## src/rtl/wake_pkg.sv

```systemverilog
package wake_pkg;

   typedef struct packed {
      logic port_evt;
      logic cfg_tmo;
      logic cbl_pwr;
      logic state_tmo;
      logic resume_en;
   } irq_bits_t;

   function automatic logic irq_qualifies(irq_bits_t b);
      return b.port_evt | (b.resume_en & (b.cfg_tmo | b.cbl_pwr | b.state_tmo));
   endfunction

endpackage

```

## src/rtl/wake_pkt_latch.sv

```systemverilog
module wake_pkt_latch (
   input  logic clk,
   input  logic rst_n,
   input  logic link_up_i,
   input  logic pkt_i,
   input  logic bus_reset_i,
   output logic pkt_req_o
);

   logic pkt_q;

   always_ff @(posedge clk or negedge rst_n) begin
      if (!rst_n)           pkt_q <= 1'b0;
      else if (link_up_i)   pkt_q <= 1'b0;
      else if (bus_reset_i) pkt_q <= 1'b0;
      else if (pkt_i)       pkt_q <= 1'b1;
   end

   assign pkt_req_o = pkt_q;

   assert_busrst_drops_pkt_R8: assert property (@(posedge clk) disable iff (!rst_n)
      bus_reset_i |=> !pkt_req_o);

   assert_pkt_ignored_link_up_R5: assert property (@(posedge clk) disable iff (!rst_n)
      link_up_i |=> !pkt_req_o);

endmodule

```

## src/rtl/wake_pwr_timer.sv

```systemverilog
module wake_pwr_timer #(
   parameter int CLASS_W     = 3,
   parameter int MAX_CLASS   = 4,
   parameter int PWR_TMO_CYC = 16417
) (
   input  logic               clk,
   input  logic               rst_n,
   input  logic               link_up_i,
   input  logic               pwr_cycle_i,
   input  logic [CLASS_W-1:0] pwr_class_i,
   output logic               pwr_req_o
);

   localparam int CW = $clog2(PWR_TMO_CYC + 1);
   localparam logic [CW-1:0] LAST = CW'(PWR_TMO_CYC - 1);

   if (PWR_TMO_CYC < 1) begin : g_bad_tmo
      $error("PWR_TMO_CYC must be at least 1");
   end
   if (MAX_CLASS >= (1 << CLASS_W)) begin : g_bad_class
      $error("MAX_CLASS does not fit in CLASS_W bits");
   end

   logic          pwr_q;
   logic [CW-1:0] cnt_q;
   logic          qual;

   assign qual = pwr_cycle_i && (32'(pwr_class_i) <= MAX_CLASS);

   always_ff @(posedge clk or negedge rst_n) begin
      if (!rst_n) begin
         pwr_q <= 1'b0;
         cnt_q <= '0;
      end else if (link_up_i) begin
         pwr_q <= 1'b0;
         cnt_q <= '0;
      end else if (qual) begin
         pwr_q <= 1'b1;
         cnt_q <= '0;
      end else if (pwr_q) begin
         if (cnt_q == LAST) begin
            pwr_q <= 1'b0;
            cnt_q <= '0;
         end else begin
            cnt_q <= cnt_q + 1'b1;
         end
      end
   end

   assign pwr_req_o = pwr_q;

   assert_tmo_bound_R11: assert property (@(posedge clk) disable iff (!rst_n)
      pwr_q |-> (32'(cnt_q) < PWR_TMO_CYC));

   assert_class_gate_R10: assert property (@(posedge clk) disable iff (!rst_n)
      (!pwr_q && (!pwr_cycle_i || 32'(pwr_class_i) > MAX_CLASS)) |=> !pwr_q);

endmodule

```

## src/rtl/wake_square_gen.sv

```systemverilog
module wake_square_gen #(
   parameter int PERIOD = 8
) (
   input  logic clk,
   input  logic rst_n,
   input  logic active_i,
   output logic wave_o
);

   localparam int PW   = (PERIOD > 2) ? $clog2(PERIOD) : 1;
   localparam int HALF = PERIOD / 2;
   localparam logic [PW-1:0] HALF_V = PW'(HALF);
   localparam logic [PW-1:0] LAST_V = PW'(PERIOD - 1);
   localparam bit   POW2 = ((PERIOD & (PERIOD - 1)) == 0);

   if (PERIOD < 2 || (PERIOD % 2) != 0) begin : g_bad_period
      $error("PERIOD must be even and at least 2");
   end

   logic [PW-1:0] phase_q;
   logic          prev_act_q;

   if (POW2) begin : g_wrap_free
      always_ff @(posedge clk or negedge rst_n) begin
         if (!rst_n)        phase_q <= '0;
         else if (active_i) phase_q <= phase_q + 1'b1;
         else               phase_q <= '0;
      end
   end else begin : g_wrap_cmp
      always_ff @(posedge clk or negedge rst_n) begin
         if (!rst_n)                 phase_q <= '0;
         else if (!active_i)         phase_q <= '0;
         else if (phase_q == LAST_V) phase_q <= '0;
         else                        phase_q <= phase_q + 1'b1;
      end
   end

   always_ff @(posedge clk or negedge rst_n) begin
      if (!rst_n) prev_act_q <= 1'b0;
      else        prev_act_q <= active_i;
   end

   assign wave_o = active_i && (phase_q < HALF_V);

   assert_first_high_R2: assert property (@(posedge clk) disable iff (!rst_n)
      (active_i && !prev_act_q) |-> wave_o);

   assert_idle_low_R3: assert property (@(posedge clk) disable iff (!rst_n)
      !active_i |-> !wave_o);

   assert_fall_mid_R1: assert property (@(posedge clk) disable iff (!rst_n)
      (active_i && prev_act_q && phase_q == HALF_V) |-> (!wave_o && $past(wave_o)));

   assert_rise_wrap_R1: assert property (@(posedge clk) disable iff (!rst_n)
      (active_i && prev_act_q && phase_q == '0) |-> (wave_o && !$past(wave_o)));

endmodule

```

## src/rtl/link_wake_gen.sv

```systemverilog
module link_wake_gen #(
   parameter int PERIOD      = 8,
   parameter int PWR_TMO_CYC = 16417,
   parameter int CLASS_W     = 3,
   parameter int MAX_CLASS   = 4
) (
   input  logic               clk,
   input  logic               rst_n,
   input  logic               pwr_status_i,
   input  logic               link_ctrl_i,
   input  logic               pkt_wake_i,
   input  logic               irq_port_evt_i,
   input  logic               irq_cfg_tmo_i,
   input  logic               irq_cbl_pwr_i,
   input  logic               irq_state_tmo_i,
   input  logic               irq_resume_en_i,
   input  logic               bus_reset_i,
   input  logic               pwr_cycle_i,
   input  logic [CLASS_W-1:0] pwr_class_i,
   output logic               wake_o,
   output logic               wake_hiz_o
);

   import wake_pkg::*;

   logic      link_up;
   logic      pkt_req;
   logic      pwr_req;
   logic      irq_req;
   logic      active;
   irq_bits_t irq_bits;

   assign link_up  = pwr_status_i & link_ctrl_i;
   assign irq_bits = '{port_evt:  irq_port_evt_i,
                       cfg_tmo:   irq_cfg_tmo_i,
                       cbl_pwr:   irq_cbl_pwr_i,
                       state_tmo: irq_state_tmo_i,
                       resume_en: irq_resume_en_i};
   assign irq_req  = irq_qualifies(irq_bits);
   assign active   = rst_n & ~link_up & (pkt_req | pwr_req | irq_req);

   wake_pkt_latch u_pkt (
      .clk         (clk),
      .rst_n       (rst_n),
      .link_up_i   (link_up),
      .pkt_i       (pkt_wake_i),
      .bus_reset_i (bus_reset_i),
      .pkt_req_o   (pkt_req)
   );

   wake_pwr_timer #(
      .CLASS_W     (CLASS_W),
      .MAX_CLASS   (MAX_CLASS),
      .PWR_TMO_CYC (PWR_TMO_CYC)
   ) u_pwr (
      .clk         (clk),
      .rst_n       (rst_n),
      .link_up_i   (link_up),
      .pwr_cycle_i (pwr_cycle_i),
      .pwr_class_i (pwr_class_i),
      .pwr_req_o   (pwr_req)
   );

   wake_square_gen #(
      .PERIOD (PERIOD)
   ) u_sq (
      .clk      (clk),
      .rst_n    (rst_n),
      .active_i (active),
      .wave_o   (wake_o)
   );

   assign wake_hiz_o = ~rst_n;

   always_comb begin
      if (!rst_n) begin
         assert_hiz_in_reset_R3: assert (wake_hiz_o && !wake_o);
      end
   end

   assert_link_up_quiet_R4: assert property (@(posedge clk) disable iff (!rst_n)
      link_up |-> !wake_o);

   assert_irq_keeps_active_R6: assert property (@(posedge clk) disable iff (!rst_n)
      (!link_up && irq_port_evt_i) |-> active);

   assert_enable_gate_R7: assert property (@(posedge clk) disable iff (!rst_n)
      (!irq_resume_en_i && !irq_port_evt_i && !pkt_req && !pwr_req) |-> !wake_o);

endmodule

```

## config.mk

```make
export PLATFORM = sky130hd
export DESIGN_NAME = link_wake_gen
export DESIGN_NICKNAME = d
export VERILOG_FILES = /design/src/rtl/wake_pkg.sv /design/src/rtl/wake_pkt_latch.sv /design/src/rtl/wake_pwr_timer.sv /design/src/rtl/wake_square_gen.sv /design/src/rtl/link_wake_gen.sv
export SDC_FILE = /design/constraint.sdc
export NUM_CORES = 1
export LEC_CHECK = 0
export BUFFER_PORTS_ARGS = -buffer_cell sky130_fd_sc_hd__buf_2
export CAP_MARGIN = 5
export CORE_MARGIN = 2
export CORE_UTILIZATION = 44
export DETAILED_ROUTE_END_ITERATION = 10
export HOLD_SLACK_MARGIN = 0.08
export PLACE_DENSITY = 0.6
export SLEW_MARGIN = 20
export SYNTH_ARGS = -nofsm -noshare
export SYNTH_HDL_FRONTEND = slang
export SYNTH_SLANG_ARGS = --single-unit
export TNS_END_PERCENT = 5
```

## constraint.sdc

```tcl
create_clock -name clk -period 2.2 [get_ports clk]
set_input_delay 0.22 -clock clk [delete_from_list [all_inputs] [get_ports clk]]
set_output_delay 0.22 -clock clk [all_outputs]
set_load 0.03 [all_outputs]
```

# Word level (Yosys, flattened, before mapping)
# Index checks and enable logic that the tools add are counted.
# W data, S select, Z words.
[word_totals]
latchBits = 0
inputBits = 15
memories = 0
word_cells = 36
output_inout_bits = 2
rom_bits = 0
regBits = 20
ramBits = 0
[classes]
n_mux = 12
n_shift = 0
bitwise = 11
n_div = 0
order_cmp = 2
eq_ne = 1
n_addsub = 2
n_mul = 0
n_reduce_logical = 4
[op_table]
columns = ["cell", "n"]
rows = [
  ["$mux W15", 4],
  ["$add A15 B1 Y15 const B", 1],
  ["$eq A15 B15 Y1 const B", 1],
  ["$mux W1", 7],
  ["$reduce_bool A3 Y1", 2],
  ["$or A1 B1 Y1", 5],
  ["$and A1 B1 Y1", 4],
  ["$add A3 B1 Y3 const B", 1],
  ["$le A3 B3 Y1 const B", 1],
  ["$lt A3 B3 Y1 const B", 1],
  ["$mux W3", 1],
  ["$logic_and A1 B1 Y1", 2],
  ["$not A1 Y1", 2],
]

# Depth between registers and ports, before layout
[logic_depth]
word_depth = 7
mapped_depth = 7
depth_no_buf = 6

# Modules after synthesis
# A second synthesis with hierarchy kept.
[hier_totals]
hier_cells = 121
hier_area_um2 = 1153.6
[by_module_without_submodules]
columns = ["module", "seq_area_each_um2", "cells_each", "instances", "area_each_um2"]
rows = [
  ["wake_pwr_timer", 400.4, 104, 1, 950.9],
  ["wake_square_gen", 75.1, 9, 1, 123.9],
  ["link_wake_gen", 0.0, 5, 1, 40.0],
  ["wake_pkt_latch", 25.0, 3, 1, 38.8],
]

# Worst setup path after synthesis
# OpenSTA, ideal clock, no wires.
[synth_timing]
path_kind = "reg-to-reg"
start = "register u_pwr.cnt_q[0]"
end = "register u_pwr.cnt_q[4]"
synth_period_minus_slack_ns = 1.619
required_time_ns = 2.072
stages_incl_launch_ff = 8
arrival_time_ns = 1.490
n_path_buf = 1
slack_ns = 0.581
setup_time_ns = 0.128
cell_sequence = "dfrtp_1 > inv_1 > ha_1 > nor4b_1 > a41oi_2 > buf_2 > a31oi_1 > o22ai_1"
[synth_between]
elab_chain_cells = 5
word_cells_on_any_way = 6
classes_between = "add/sub (1); eq/ne (1); mux (4)"
[synth_lines]
columns = ["item", "line_no", "text"]
rows = [
  ["from (decl)", "wake_pwr_timer.sv:25", "logic [CW-1:0] cnt_q;"],
  ["from (signal assigned)", "wake_pwr_timer.sv:45", "cnt_q <= cnt_q + 1'b1;"],
  ["$add A15 B1 Y15 or $eq A15 B15 Y1 (tied branches)", "wake_pwr_timer.sv:45, wake_pwr_timer.sv:41", ""],
  ["$mux W15 (*)", "wake_pwr_timer.sv:41", "if (cnt_q == LAST) begin"],
  ["$mux W15 (*)", "wake_pwr_timer.sv:40", "end else if (pwr_q) begin"],
  ["$mux W15 (*)", "wake_pwr_timer.sv:37", "end else if (qual) begin"],
  ["$mux W15 (*)", "wake_pwr_timer.sv:34", "end else if (link_up_i) begin"],
]
# Every way passes the cells marked *; elsewhere a longest branch is shown, timed or not. The select of a mux whose other input is x is not followed.
# A chain may end at the register's enable or synchronous reset.

# Final worst setup path
[layout_timing]
start = "register u_pwr.cnt_q[0]"
end = "register u_pwr.cnt_q[0]"
# The elaborated chain is that of the path after synthesis.

==> impl_metrics.toml <==
[outcome]
outcome = "completed"

[logic_synthesis]
syn_area_per_cell_sq_um = 9.08
yosysTopAreaCell = "dfrtp_1"
synth.area.top_cells = "dfrtp_1, a31oi_1, nand3b_1, nand2_1, nand3_1"
yosysUniqueCellTypes = 33
ys_warn_count = 0
syn_area_sq_um = 1170
syn_nets = 147
synth-seq-area-share_pct = 42.7
synth_cells = 129
synth_seq_cells = 20
synth_top_area_share_pct = 42.7

[die]
ioPinCount = 17
die_h_um = 55.6
start_util_pct = 46.8
die-area_sq_um = 3090
std_cell_rows = 18
die_w_um = 55.6
core_area_sq_um = 2500

[min_path]
hold_path_end = "u_pwr.pwr_req_o$_DFF_PN0_"
whs_path_depth = 2
hold_start = "link_ctrl_i"
hold_class = "input port to register"

[sta]
slew_headroom_pct = 48.0
setup_viol_count_final = 0
fin_crit_ns = 1.86
final.setup_skew_ns = 0.00128
slew_violations = 0
whs_ns = 0.108
worst_pin_slew_ns = 0.780
hold_viol = 0
clock.fmax_mhz = 539
setup_tns_ns = 0
fin_ws_ns = 0.343
fin_crit_sh_pct = 84.4
rsz0062_at_grt = "no"

[route]
post_drt_wl_per_cell_um = 15.3
vias_per_cell = 6.03
wl_mm = 2.73
dr.first_iter.drc_count = 29
num_vias = 1079
drtPass1Iterations = 4
drc_errors = 0
ant_nets = 0

[critical_path]
r2r_setup_slack_ns = 0.34
cp.required_ns = 2.39
arrival_ns = 2.05
criticalPathCategory = "register to register"
r2r_end = "u_pwr.cnt_q[0]$_DFFE_PN0P_"
start_kind = "register"
end_kind = "register"
r2r_start = "u_pwr.cnt_q[0]$_DFFE_PN0P_"
r2r_cells = 7
cp_max_fo = 11

[placed_design]
place_ws_ns = 0.406
place_congestion = 0.884
dpl.cell_count = 173
placement.io_buffers = 16
hpwl_mm = 1.94

[pwr]
vdd_ir_drop_max_mv = 0.406
power_density_nw_per_um2 = 584
p_leak_nw = 0.567

[cells_and_area]
final_common_cell = "dfrtp_1"
ff_latch_area_sq_um = 500
multi_input_area_sq_um = 598
final_cells = 179
layout-drive-gt1-share_pct = 18.8
area_growth_pct = 14.1
layout_common_cells = "dfrtp_1, a31oi_1, buf_2"
final_nets = 168
n_antenna_cell = 0
fill_cells = 242

[clock_tree]
clockBufferDepth = 2
numCtsBuffers = 3
cts.sinks = 20
cts.clk_slew.worst_paths_ns = 0.12
cts.htree.levels = 1
root_buffer = "clkbuf_4"
clock_latency_ns = 0.30
cts_tree = "yes"
post_cts_buffers = 0

[grt]
grt_start_max_net_pins = 26
grt_pass1_wl_mm = 4.82
antenna_found_initial = 0
grt.total_usage_pct = 19.4
grt_overflow_total = 0
grt_pass1_vias = 1064

[run]
cap_violations = 0
-- timing repair --
action / CTS / global route
gates resized for setup: 0 / 0
endpoints found under the hold margin: 10 / 0
hold buffers: 2 / 0
-- power breakdown --
group / leakage, nW / internal (mW) / switching [mW]
clock network: 0.0210 / 0.101 / 0.121
logic: 0.273 / 0.0568 / 0.0928
registers: 0.273 / 0.386 / 0.0231
total: 0.567 / 0.544 / 0.237
-- flip-flops by register name, summed over array words and instances, names as in the netlist --
name             cells
u_pwr.cnt_q         15
u_pkt.pkt_req_o      1
u_sq.phase_q         3
u_pwr.pwr_req_o      1
-- layout make-up --
type                       instances  share of cell area (%)
clock buffer                       4                    2.72
tap                               30                    2.81
timing repair buffer              22                    9.74
multi-input combinational         94                    44.8
inverter                           9                    2.53
sequential                        20                    37.5
-- cells in the mapped netlist --
| cell | number |
|---|---|
| nand2b_4 | 1 |
| inv_1 | 9 |
| a41oi_2 | 1 |
| or4_1 | 2 |
| a221oi_1 | 1 |
| ha_1 | 3 |
| o311ai_0 | 1 |
| buf_2 | 4 |
| or4_4 | 1 |
| nand2_1 | 11 |
| a21boi_1 | 1 |
| nor4_1 | 2 |
| a21oi_1 | 2 |
| buf_6 | 1 |
| nor2_1 | 9 |
| dfrtp_1 | 20 |
| nand3b_1 | 6 |
| nor3_1 | 3 |
| a41oi_1 | 2 |
| o22ai_1 | 3 |
| xnor2_1 | 1 |
| and3_1 | 2 |
| o31a_1 | 1 |
| nand2b_1 | 2 |
| o31ai_1 | 1 |
| o21ai_0 | 4 |
| o211ai_1 | 1 |
| nor4b_1 | 3 |
| nand4_1 | 2 |
| a31oi_1 | 19 |
| nand3_1 | 8 |
| nand3_2 | 1 |
| buf_4 | 1 |
-- critical path, cell delays in order (launching register included) --
cell and delay (ns):
dfrtp_1 0.45, inv_1 0.07, ha_1 0.14, nor4b_1 0.41, a41oi_2 0.19, buf_4 0.21, nand2_1 0.16, o21ai_0 0.11
-- worst max path at each step --
stage                     depth (start not counted)                           to                       start  slack [ns]
final                                             7   u_pwr.cnt_q[0]$_DFFE_PN0P_  u_pwr.cnt_q[0]$_DFFE_PN0P_        0.34
after global routing                              7  u_pwr.cnt_q[13]$_DFFE_PN0P_  u_pwr.cnt_q[0]$_DFFE_PN0P_        0.22
after CTS                                         7   u_pwr.cnt_q[0]$_DFFE_PN0P_  u_pwr.cnt_q[0]$_DFFE_PN0P_        0.36
after detailed placement                          7   u_pwr.cnt_q[7]$_DFFE_PN0P_  u_pwr.cnt_q[0]$_DFFE_PN0P_        0.41
after global placement                            7   u_pwr.cnt_q[7]$_DFFE_PN0P_  u_pwr.cnt_q[0]$_DFFE_PN0P_        0.43
after floorplan                                   7   u_pwr.cnt_q[4]$_DFFE_PN0P_  u_pwr.cnt_q[0]$_DFFE_PN0P_        0.58
-- logic make-up after synthesis --
| family | share of synthesized area, % |
|---|---|
| compound gates | 21.4 |
| xor+xnor | 0.748 |
| fa+ha+maj | 3.21 |
| buf+inv | 6.20 |
| flops | 42.7 |
| simple gates | 25.7 |
-- per-stage QoR --
step	area [sq um]	utilization, %	total power, mW
floorplan	1170	-	0.504
global placement	1280	51.2	0.557
detailed placement	1280	51.2	0.563
CTS	1340	53.5	0.783
global route	1340	53.5	0.820
finish	1340	53.5	0.781
-- per-layer routing --
layer / part of all wire, % / wire, um / track usage (%) / up-vias
met4: 1.6 / 43 / 7.67 / 0
met3: 4.5 / 123 / 3.02 / 7
met5: 0 / 0 / 0 / -
met2: 47 / 1290 / 31.5 / 39
li1: - / - / - / 528
met1: 47 / 1270 / 26.0 / 505
Power figures use the tool's default switching activity.
